<file path="src/rtl/smi_feat_pkg.sv">
package smi_feat_pkg;
  // feature bit positions, decoded by the dispatcher and firmware
  localparam int unsigned BIT_BCAST   = 0;
  localparam int unsigned BIT_HOTPLUG = 1;
  localparam int unsigned BIT_UNPLUG  = 2;
  // command-port codes that only touch the ACPI enable state
  localparam logic [7:0] CODE_ACPI_ON  = 8'hF0;
  localparam logic [7:0] CODE_ACPI_OFF = 8'hF1;
endpackage

</file>
<file path="src/rtl/smi_feat_negotiate.sv">
module smi_feat_negotiate
  import smi_feat_pkg::*;
#(
  parameter int unsigned FEAT_W = 64
) (
  input  logic              clk,
  input  logic              rst,
  input  logic [FEAT_W-1:0] host_i,
  input  logic              req_wr_i,
  input  logic [FEAT_W-1:0] req_data_i,
  input  logic              confirm_i,
  output logic [FEAT_W-1:0] req_o,
  output logic              agreed_o,
  output logic [FEAT_W-1:0] nego_o
);
  logic [FEAT_W-1:0] req_q, nego_q;
  logic              agreed_q;
  logic              extra_bits, hp_no_bc, unplug_no_hp, accept;

  always_comb begin
    extra_bits   = |(req_q & ~host_i);
    hp_no_bc     = (req_q[BIT_HOTPLUG] | req_q[BIT_UNPLUG]) & ~req_q[BIT_BCAST];
    unplug_no_hp = req_q[BIT_UNPLUG] & ~req_q[BIT_HOTPLUG];
    accept       = confirm_i & ~agreed_q & ~extra_bits & ~hp_no_bc & ~unplug_no_hp;
  end

  always_ff @(posedge clk) begin
    if (rst) begin
      req_q    <= '0;
      nego_q   <= '0;
      agreed_q <= 1'b0;
    end else begin
      if (req_wr_i) req_q <= req_data_i;
      if (accept) begin
        nego_q   <= req_q;
        agreed_q <= 1'b1;
      end
    end
  end

  assign req_o    = req_q;
  assign agreed_o = agreed_q;
  assign nego_o   = nego_q;


  lock_sticky_chk: assert property (@(posedge clk) disable iff (rst)
    agreed_q |=> (agreed_q && $stable(nego_q)));

  nego_subset_chk: assert property (@(posedge clk) disable iff (rst)
    $rose(agreed_q) |-> ((nego_q & ~$past(host_i)) == '0));

  unplug_dep_chk: assert property (@(posedge clk) disable iff (rst)
    agreed_q |-> !(nego_q[BIT_UNPLUG] && !nego_q[BIT_HOTPLUG]));

  bcast_dep_chk: assert property (@(posedge clk) disable iff (rst)
    agreed_q |-> !((nego_q[BIT_HOTPLUG] || nego_q[BIT_UNPLUG]) && !nego_q[BIT_BCAST]));

  empty_until_agreed_chk: assert property (@(posedge clk) disable iff (rst)
    !agreed_q |-> (nego_q == '0));
endmodule

</file>
<file path="src/rtl/smi_cmd_dispatch.sv">
module smi_cmd_dispatch
  import smi_feat_pkg::*;
#(
  parameter int unsigned N_CPU = 4,
  parameter int unsigned IDX_W = (N_CPU > 1) ? $clog2(N_CPU) : 1
) (
  input  logic             clk,
  input  logic             rst,
  input  logic             cmd_wr_i,
  input  logic [7:0]       cmd_code_i,
  input  logic [IDX_W-1:0] cmd_cpu_i,
  input  logic             smi_en_i,
  input  logic             bcast_i,
  output logic             acpi_en_o,
  output logic [N_CPU-1:0] smi_o
);
  logic             is_on, is_off, fire, acpi_q;
  logic [N_CPU-1:0] smi_d, smi_q;

  always_comb begin
    is_on  = (cmd_code_i == CODE_ACPI_ON);
    is_off = (cmd_code_i == CODE_ACPI_OFF);
    fire   = cmd_wr_i & smi_en_i & ~is_on & ~is_off;
  end

  for (genvar g = 0; g < N_CPU; g++) begin : g_cpu
    assign smi_d[g] = fire & (bcast_i | (cmd_cpu_i == IDX_W'(g)));
  end

  always_ff @(posedge clk) begin
    if (rst) begin
      acpi_q <= 1'b0;
      smi_q  <= '0;
    end else begin
      smi_q <= smi_d;
      if (cmd_wr_i && is_on)  acpi_q <= 1'b1;
      if (cmd_wr_i && is_off) acpi_q <= 1'b0;
    end
  end

  assign acpi_en_o = acpi_q;
  assign smi_o     = smi_q;


  acpi_no_smi_chk: assert property (@(posedge clk) disable iff (rst)
    (cmd_wr_i && (cmd_code_i == CODE_ACPI_ON || cmd_code_i == CODE_ACPI_OFF)) |=> (smi_q == '0));

  gated_off_chk: assert property (@(posedge clk) disable iff (rst)
    !smi_en_i |=> (smi_q == '0));

  single_target_chk: assert property (@(posedge clk) disable iff (rst)
    !bcast_i |=> $onehot0(smi_q));

  idle_quiet_chk: assert property (@(posedge clk) disable iff (rst)
    !cmd_wr_i |=> (smi_q == '0));
endmodule

</file>
<file path="src/rtl/smi_feat_dispatch_top.sv">
module smi_feat_dispatch_top
  import smi_feat_pkg::*;
#(
  parameter int unsigned FEAT_W = 64,
  parameter int unsigned N_CPU  = 4,
  parameter int unsigned IDX_W  = (N_CPU > 1) ? $clog2(N_CPU) : 1
) (
  input  logic              clk,
  input  logic              rst,
  input  logic [FEAT_W-1:0] host_feat_i,
  input  logic              req_wr_i,
  input  logic [FEAT_W-1:0] req_data_i,
  input  logic              confirm_i,
  output logic [FEAT_W-1:0] req_feat_o,
  output logic              agreed_o,
  output logic [FEAT_W-1:0] nego_feat_o,
  input  logic              cmd_wr_i,
  input  logic [7:0]        cmd_code_i,
  input  logic [IDX_W-1:0]  cmd_cpu_i,
  input  logic              apmc_smi_en_i,
  output logic              acpi_en_o,
  output logic [N_CPU-1:0]  smi_req_o
);
  logic [FEAT_W-1:0] nego_w;

  smi_feat_negotiate #(.FEAT_W(FEAT_W)) u_neg (
    .clk(clk), .rst(rst), .host_i(host_feat_i),
    .req_wr_i(req_wr_i), .req_data_i(req_data_i), .confirm_i(confirm_i),
    .req_o(req_feat_o), .agreed_o(agreed_o), .nego_o(nego_w)
  );

  smi_cmd_dispatch #(.N_CPU(N_CPU), .IDX_W(IDX_W)) u_disp (
    .clk(clk), .rst(rst), .cmd_wr_i(cmd_wr_i), .cmd_code_i(cmd_code_i),
    .cmd_cpu_i(cmd_cpu_i), .smi_en_i(apmc_smi_en_i), .bcast_i(nego_w[BIT_BCAST]),
    .acpi_en_o(acpi_en_o), .smi_o(smi_req_o)
  );

  assign nego_feat_o = nego_w;


  reset_clear_chk: assert property (@(posedge clk)
    rst |=> (req_feat_o == '0 && !agreed_o && nego_feat_o == '0 && smi_req_o == '0 && !acpi_en_o));
endmodule

</file>
<file path="config.mk">
export PLATFORM = sky130hd
export DESIGN_NAME = smi_feat_dispatch_top
export DESIGN_NICKNAME = d
export VERILOG_FILES = /design/src/rtl/smi_feat_pkg.sv /design/src/rtl/smi_feat_negotiate.sv /design/src/rtl/smi_cmd_dispatch.sv /design/src/rtl/smi_feat_dispatch_top.sv
export SDC_FILE = /design/constraint.sdc
export NUM_CORES = 1
export LEC_CHECK = 0
export BUFFER_PORTS_ARGS = -buffer_cell sky130_fd_sc_hd__buf_2
export CORE_UTILIZATION = 49
export DETAILED_ROUTE_END_ITERATION = 8
export GPL_TIMING_DRIVEN = 0
export PLACE_DENSITY = 0.85
export REMOVE_ABC_BUFFERS = 1
export SYNTH_ARGS = -nofsm -noshare
export SYNTH_HDL_FRONTEND = slang
export SYNTH_SLANG_ARGS = --single-unit
</file>
<file path="constraint.sdc">
create_clock -name clk -period 4.9 [get_ports clk]
set_input_delay 0.49 -clock clk [delete_from_list [all_inputs] [get_ports clk]]
set_output_delay 0.49 -clock clk [all_outputs]
set_load 0.02 [all_outputs]
</file>
# Word level (Yosys, flattened, before mapping)
# Index checks and enable logic that the tools add are counted.
[totals] register_bits=134 input_bits=144 out_inout_bits=134 wordCells=43
[op_classes] n_eq_ne=5 n_bitwise=28 n_reduce_logical=5
[op_table] operator="bitwise AND 64 bit" count=1
[op_table] operator="NOT 64 bit" count=1
[op_table] operator="OR reduction 64 bit" count=1
[op_table] operator="equality test 8 bit, second input constant" count=2
[op_table] operator="bitwise AND 1 bit" count=13
[op_table] operator="NOT 1 bit" count=8
[op_table] operator="bitwise OR 1 bit" count=5
[op_table] operator="equality test 2 bit, second input constant" count=2
[op_table] operator="equality test 2 x 1 -> 1 bit, second input constant" count=1
[op_table] operator="logical AND 1 bit" count=2
[op_table] operator="zero test 2 bit" count=1
[op_table] operator="OR reduction 2 bit" count=1

# Depth between registers and ports, before layout
[logic_depth] depth_word=7 mapped_depth=8 mapped_depth_nobuf=6

# Hierarchy
# From an unflattened synthesis, not the netlist that was laid out.
[hier_totals] hier_cells=614 area_unflattened_um2=5425.2
[by_module_without_submodules] module="smi_feat_negotiate" n_inst=1 cells_per_inst=592 area_per_inst_um2=5218.8 seq_area_each_um2=2582.5
[by_module_without_submodules] module="smi_cmd_dispatch" n_inst=1 cells_per_inst=22 area_per_inst_um2=206.4 seq_area_each_um2=100.1

# Worst setup path before layout
# Ideal clock, no wire load.
[synth_timing] path_type="in2reg" startpoint="in host_feat_i[3]" endpoint="reg u_neg.nego_q[29], in the netlist u_neg.nego_o[29]" setup_ps=132 arrival_ps=1772 required_time_ps=4768 setup_slack_ps=2996 cell_stages=7 path_buffers=1 path_cell_list="nand2b_1 nand3b_1 a2111oi_1 nand4_1 clkbuf_1 o21ai_0 a21oi_1"
[synth_via] elab_chain_len=7
[synth_lines] item="start: declaration" line="smi_feat_dispatch_top.sv:10" text="input logic [FEAT_W-1:0] host_feat_i,"
[synth_lines] item="NOT 64 bit" line="smi_feat_negotiate.sv:21" text="extra_bits = |(req_q & ~host_i);"
[synth_lines] item="bitwise AND 64 bit" line="smi_feat_negotiate.sv:21"
[synth_lines] item="OR reduction 64 bit" line="smi_feat_negotiate.sv:21"
[synth_lines] item="NOT 1 bit" line="smi_feat_negotiate.sv:24" text="accept = confirm_i & ~agreed_q & ~extra_bits & ~hp_no_bc & ~unplug_no_hp;"
[synth_lines] item="bitwise AND 1 bit (3 in series)" line="smi_feat_negotiate.sv:24"
[synth_lines] item="end signal: assignment" line="smi_feat_negotiate.sv:35" text="nego_q <= req_q;"
[synth_lines] item="end: declaration" line="smi_feat_negotiate.sv:16" text="logic [FEAT_W-1:0] req_q, nego_q;"
# Every way passes these cells.
# A chain may end at the register's enable or synchronous reset.

# Worst setup path after layout
[layout_timing] startpoint="reg u_neg.req_q[0], in the netlist u_neg.req_o[0]" endpoint="reg u_neg.nego_q[50], in the netlist u_neg.nego_o[50]"
[layout_via] elab_chain_len=6 elab_cells_between_ends=9 classes_between="bitwise (8); reduce/logical (1)"
[layout_lines] item="start: declaration" line="smi_feat_negotiate.sv:16"
[layout_lines] item="start signal: assignment" line="smi_feat_negotiate.sv:33" text="if (req_wr_i) req_q <= req_data_i;"
[layout_lines] item="bitwise AND 64 bit" line="smi_feat_negotiate.sv:21"
[layout_lines] item="OR reduction 64 bit" line="smi_feat_negotiate.sv:21"
[layout_lines] item="NOT 1 bit" line="smi_feat_negotiate.sv:24"
[layout_lines] item="bitwise AND 1 bit" line="smi_feat_negotiate.sv:24"
[layout_lines] item="bitwise AND 1 bit * (2 in series)" line="smi_feat_negotiate.sv:24"
# Every way passes the cells marked *; elsewhere a longest branch is shown, timed or not.

==> flow_metrics.py <==
metrics = {
    "outcome": {
        "outcome": "complete, no violations",
    },
    "drt": {
        "antenna_left": 0,
        "first_pass_iters": 6,
        "drc_errors": 0,
        "finalWirelength_mm": 16.4,
        "via_per_inst": 5.34,
        "wl_per_cell_um": 16.0,
        "num_vias": 5468,
        "drt_iter0_drc": 359,
    },
    "global_routing": {
        "grt_pass1_wl_mm": 25.0,
        "grt_pass1_vias": 5062,
        "antenna_found_initial": 0,
        "grt_usage_pct": 27.8,
        "grt_max_degree": 77,
        "grt_overflow": 0,
    },
    "timing": {
        "finalHoldViolCount": 0,
        "finalCritPeriodShare_pct": 62.8,
        "finalSetupViolCount": 0,
        "rsz0062_at_grt": "no",
        "fin_crit_ps": 3080,
        "relSlewSlack_pct": 38.5,
        "skew_ps": 14.2,
        "final-max-slew-violation-count": 0,
        "fmaxAchievable_mhz": 325,
        "finalSetupTns_ps": 0,
        "worstMarginPinSlew_ps": 914,
    },
    "flow_run": {
        "maxCapViolCount": 0,
    },
    "synthesis": {
        "yosys_warnings": 0,
        "synth_seq_cells": 134,
        "synth.top_cells.by_count": "134 x dfxtp_1, 70 x a21oi_1, 69 x nor2_1",
        "avgSynthCellArea_um2": 8.82,
        "synth_top_cell_by_area": "dfxtp_1",
        "ys_async_sr_fraction_pct": 0,
        "synth_edf_count": 0,
        "synth_top_area_share_pct": 49.2,
        "synth_cell_type_count": 31,
        "synth_most_common_cell": "dfxtp_1",
        "synth_flop_cell": "dfxtp_1",
        "ys_seq_area_share_pct": 49.2,
        "syn_inst": 618,
        "syn-cell-area_um2": 5450,
        "synth.top_cells.by_area": "dfxtp_1 49%, mux2i_1 12%, a21oi_1 6.4%",
    },
    "finish": {
        "multiInputGateArea_um2": 2390,
        "instances_no_fill": 1024,
        "regArea_um2": 2680,
        "final_nets": 1015,
        "drive_gt1_share_pct": 36.1,
        "stdcell_area_um2": 7530,
        "diodes": 0,
        "num-fill-cells": 888,
        "syn2layout_area_growth_pct": 38.1,
    },
    "place": {
        "placed_area_um2": 6910,
        "gp_congestion": 0.814,
        "dp_cells": 992,
        "dp_hpwl_mm": 11.1,
        "io_buffers": 277,
    },
    "die": {
        "dieArea_um2": 11500,
        "core_area_um2": 10800,
        "die_h_um": 107,
        "start_util_pct": 50.3,
        "ios": 278,
        "rows": 38,
        "die_w_um": 107,
    },
    "clock_network": {
        "cts_made_buffers": 17,
        "clk_pin_slew_ps": 70,
        "cts.path.max_buffers": 2,
        "worstSkewPairLatency_ps": 510,
        "tritoncts": "built",
        "root_buffer": "clkbuf_8",
        "clock_sinks": 134,
        "ctsResizeCount": 0,
        "holdBufCountCts": 0,
        "cts_setup_buffers": 0,
        "htreeDepth": 4,
    },
    "pwr": {
        "vdd_drop_max_mv": 0.269,
        "p_per_area_nw_per_um2": 370,
        "p_leak_nw": 3.61,
    },
    "critical_path": {
        "worstPathMaxFanout": 25,
        "required_ps": 5280,
        "crit_type": "reg -> reg",
        "cp.arrival_ps": 3450,
        "startpoint_type": "register",
        "endpoint_kind": "register",
    },
    "worst_hold_path": {
        "hold_class": "in -> reg",
    },
}
-- cell usage in the layout (no fill, tap or decap), types with 2 or more instances in the layout --
master	count
buf_2	275
dfxtp_1	134
a21oi_1	70
nor2_1	69
nand3_1	64
o21ai_0	64
mux2i_1	64
inv_1	36
nand2b_1	24
clkbuf_16	16
o22ai_1	9
o2111ai_1	8
nor2b_1	5
inv_6	5
bufinv_16	4
clkinv_2	3
buf_16	3
a2111oi_2	2
nor3_1	2
nor4_1	2
nand2_1	2
a221oi_1	2
buf_4	2
buf_12	2
-- worst max-delay path, cell delays in order (launching register included) --
cell       delay, ps
dfxtp_1          430
nand2_1           80
a2111oi_1        660
nand4_1          860
buf_8            440
buf_16           170
o21ai_0          180
a21oi_1          130
-- logic make-up (layout without fill, tap and decap cells) --
kind of cell	after synthesis	after routing	share of synthesized area [%]
AOI/OAI and AO/OA	159	159	16.1
muxes	64	64	11.8
DFF	134	134	49.2
and+or+nand+nor	176	176	15.8
buffers and inverters	85	351	7.09
-- power breakdown --
| group | internal (mW) | switching [mW] |
|---|---|---|
| Sequential | 1.12 | 0.0358 |
| Clock | 0.833 | 0.487 |
| Combinational | 0.128 | 0.178 |
-- flip-flops by register name, summed over array words and instances (netlist names) --
register / cells
u_neg.nego_o: 64
u_neg.req_o: 64
u_disp.smi_o: 4
u_disp.acpi_en_o: 1
u_neg.agreed_o: 1
-- path summary, 6_finish.rpt --
| kind | start | endpoint | slack [ps] | cells past startpoint |
|---|---|---|---|---|
| hold reg to reg | u_neg.nego_o[14]$_SDFFE_PP0P_ | u_neg.nego_o[14]$_SDFFE_PP0P_ | 470 | 2 |
| setup reg to reg | u_neg.req_o[0]$_SDFFE_PP0P_ | u_neg.nego_o[50]$_SDFFE_PP0P_ | 1820 | 7 |
| hold / removal | req_data_i[43] | u_neg.req_o[43]$_SDFFE_PP0P_ | 220 | 3 |
| setup / recovery | u_neg.req_o[0]$_SDFFE_PP0P_ | u_neg.nego_o[50]$_SDFFE_PP0P_ | 1820 | 7 |
-- final cells by class --
type / count / area share [%]
flip-flops and latches: 134 / 35.6
inverters: 36 / 1.80
clock inverters: 14 / 2.59
clock buffers: 18 / 5.55
repair buffers: 283 / 20.3
multi-input cells: 399 / 31.8
well taps: 140 / 2.33
-- through the flow --
| step | hold WS [ps] | power [mW] | utilization [%] | setup WS (ps) |
|---|---|---|---|---|
| 6_report | 218 | 2.78 | 69.4 | 1820 |
| 5_1_grt | 192 | 2.88 | 69.4 | 1490 |
| 4_1_cts | 192 | 2.80 | 69.4 | 1700 |
| 3_5_place_dp | 464 | 1.49 | 63.8 | 1480 |
| 3_3_place_gp | 457 | 1.47 | 62.4 | 392 |
| 2_1_floorplan | 547 | 1.31 | - | 2160 |
-- layer usage --
layer	GRT usage, %	part of all wire [%]
met5	0	0
met4	10.6	1.8
met3	8.90	8.2
met2	48.4	50
met1	31.4	40
Note: power is estimated with default switching activity, not from simulation.
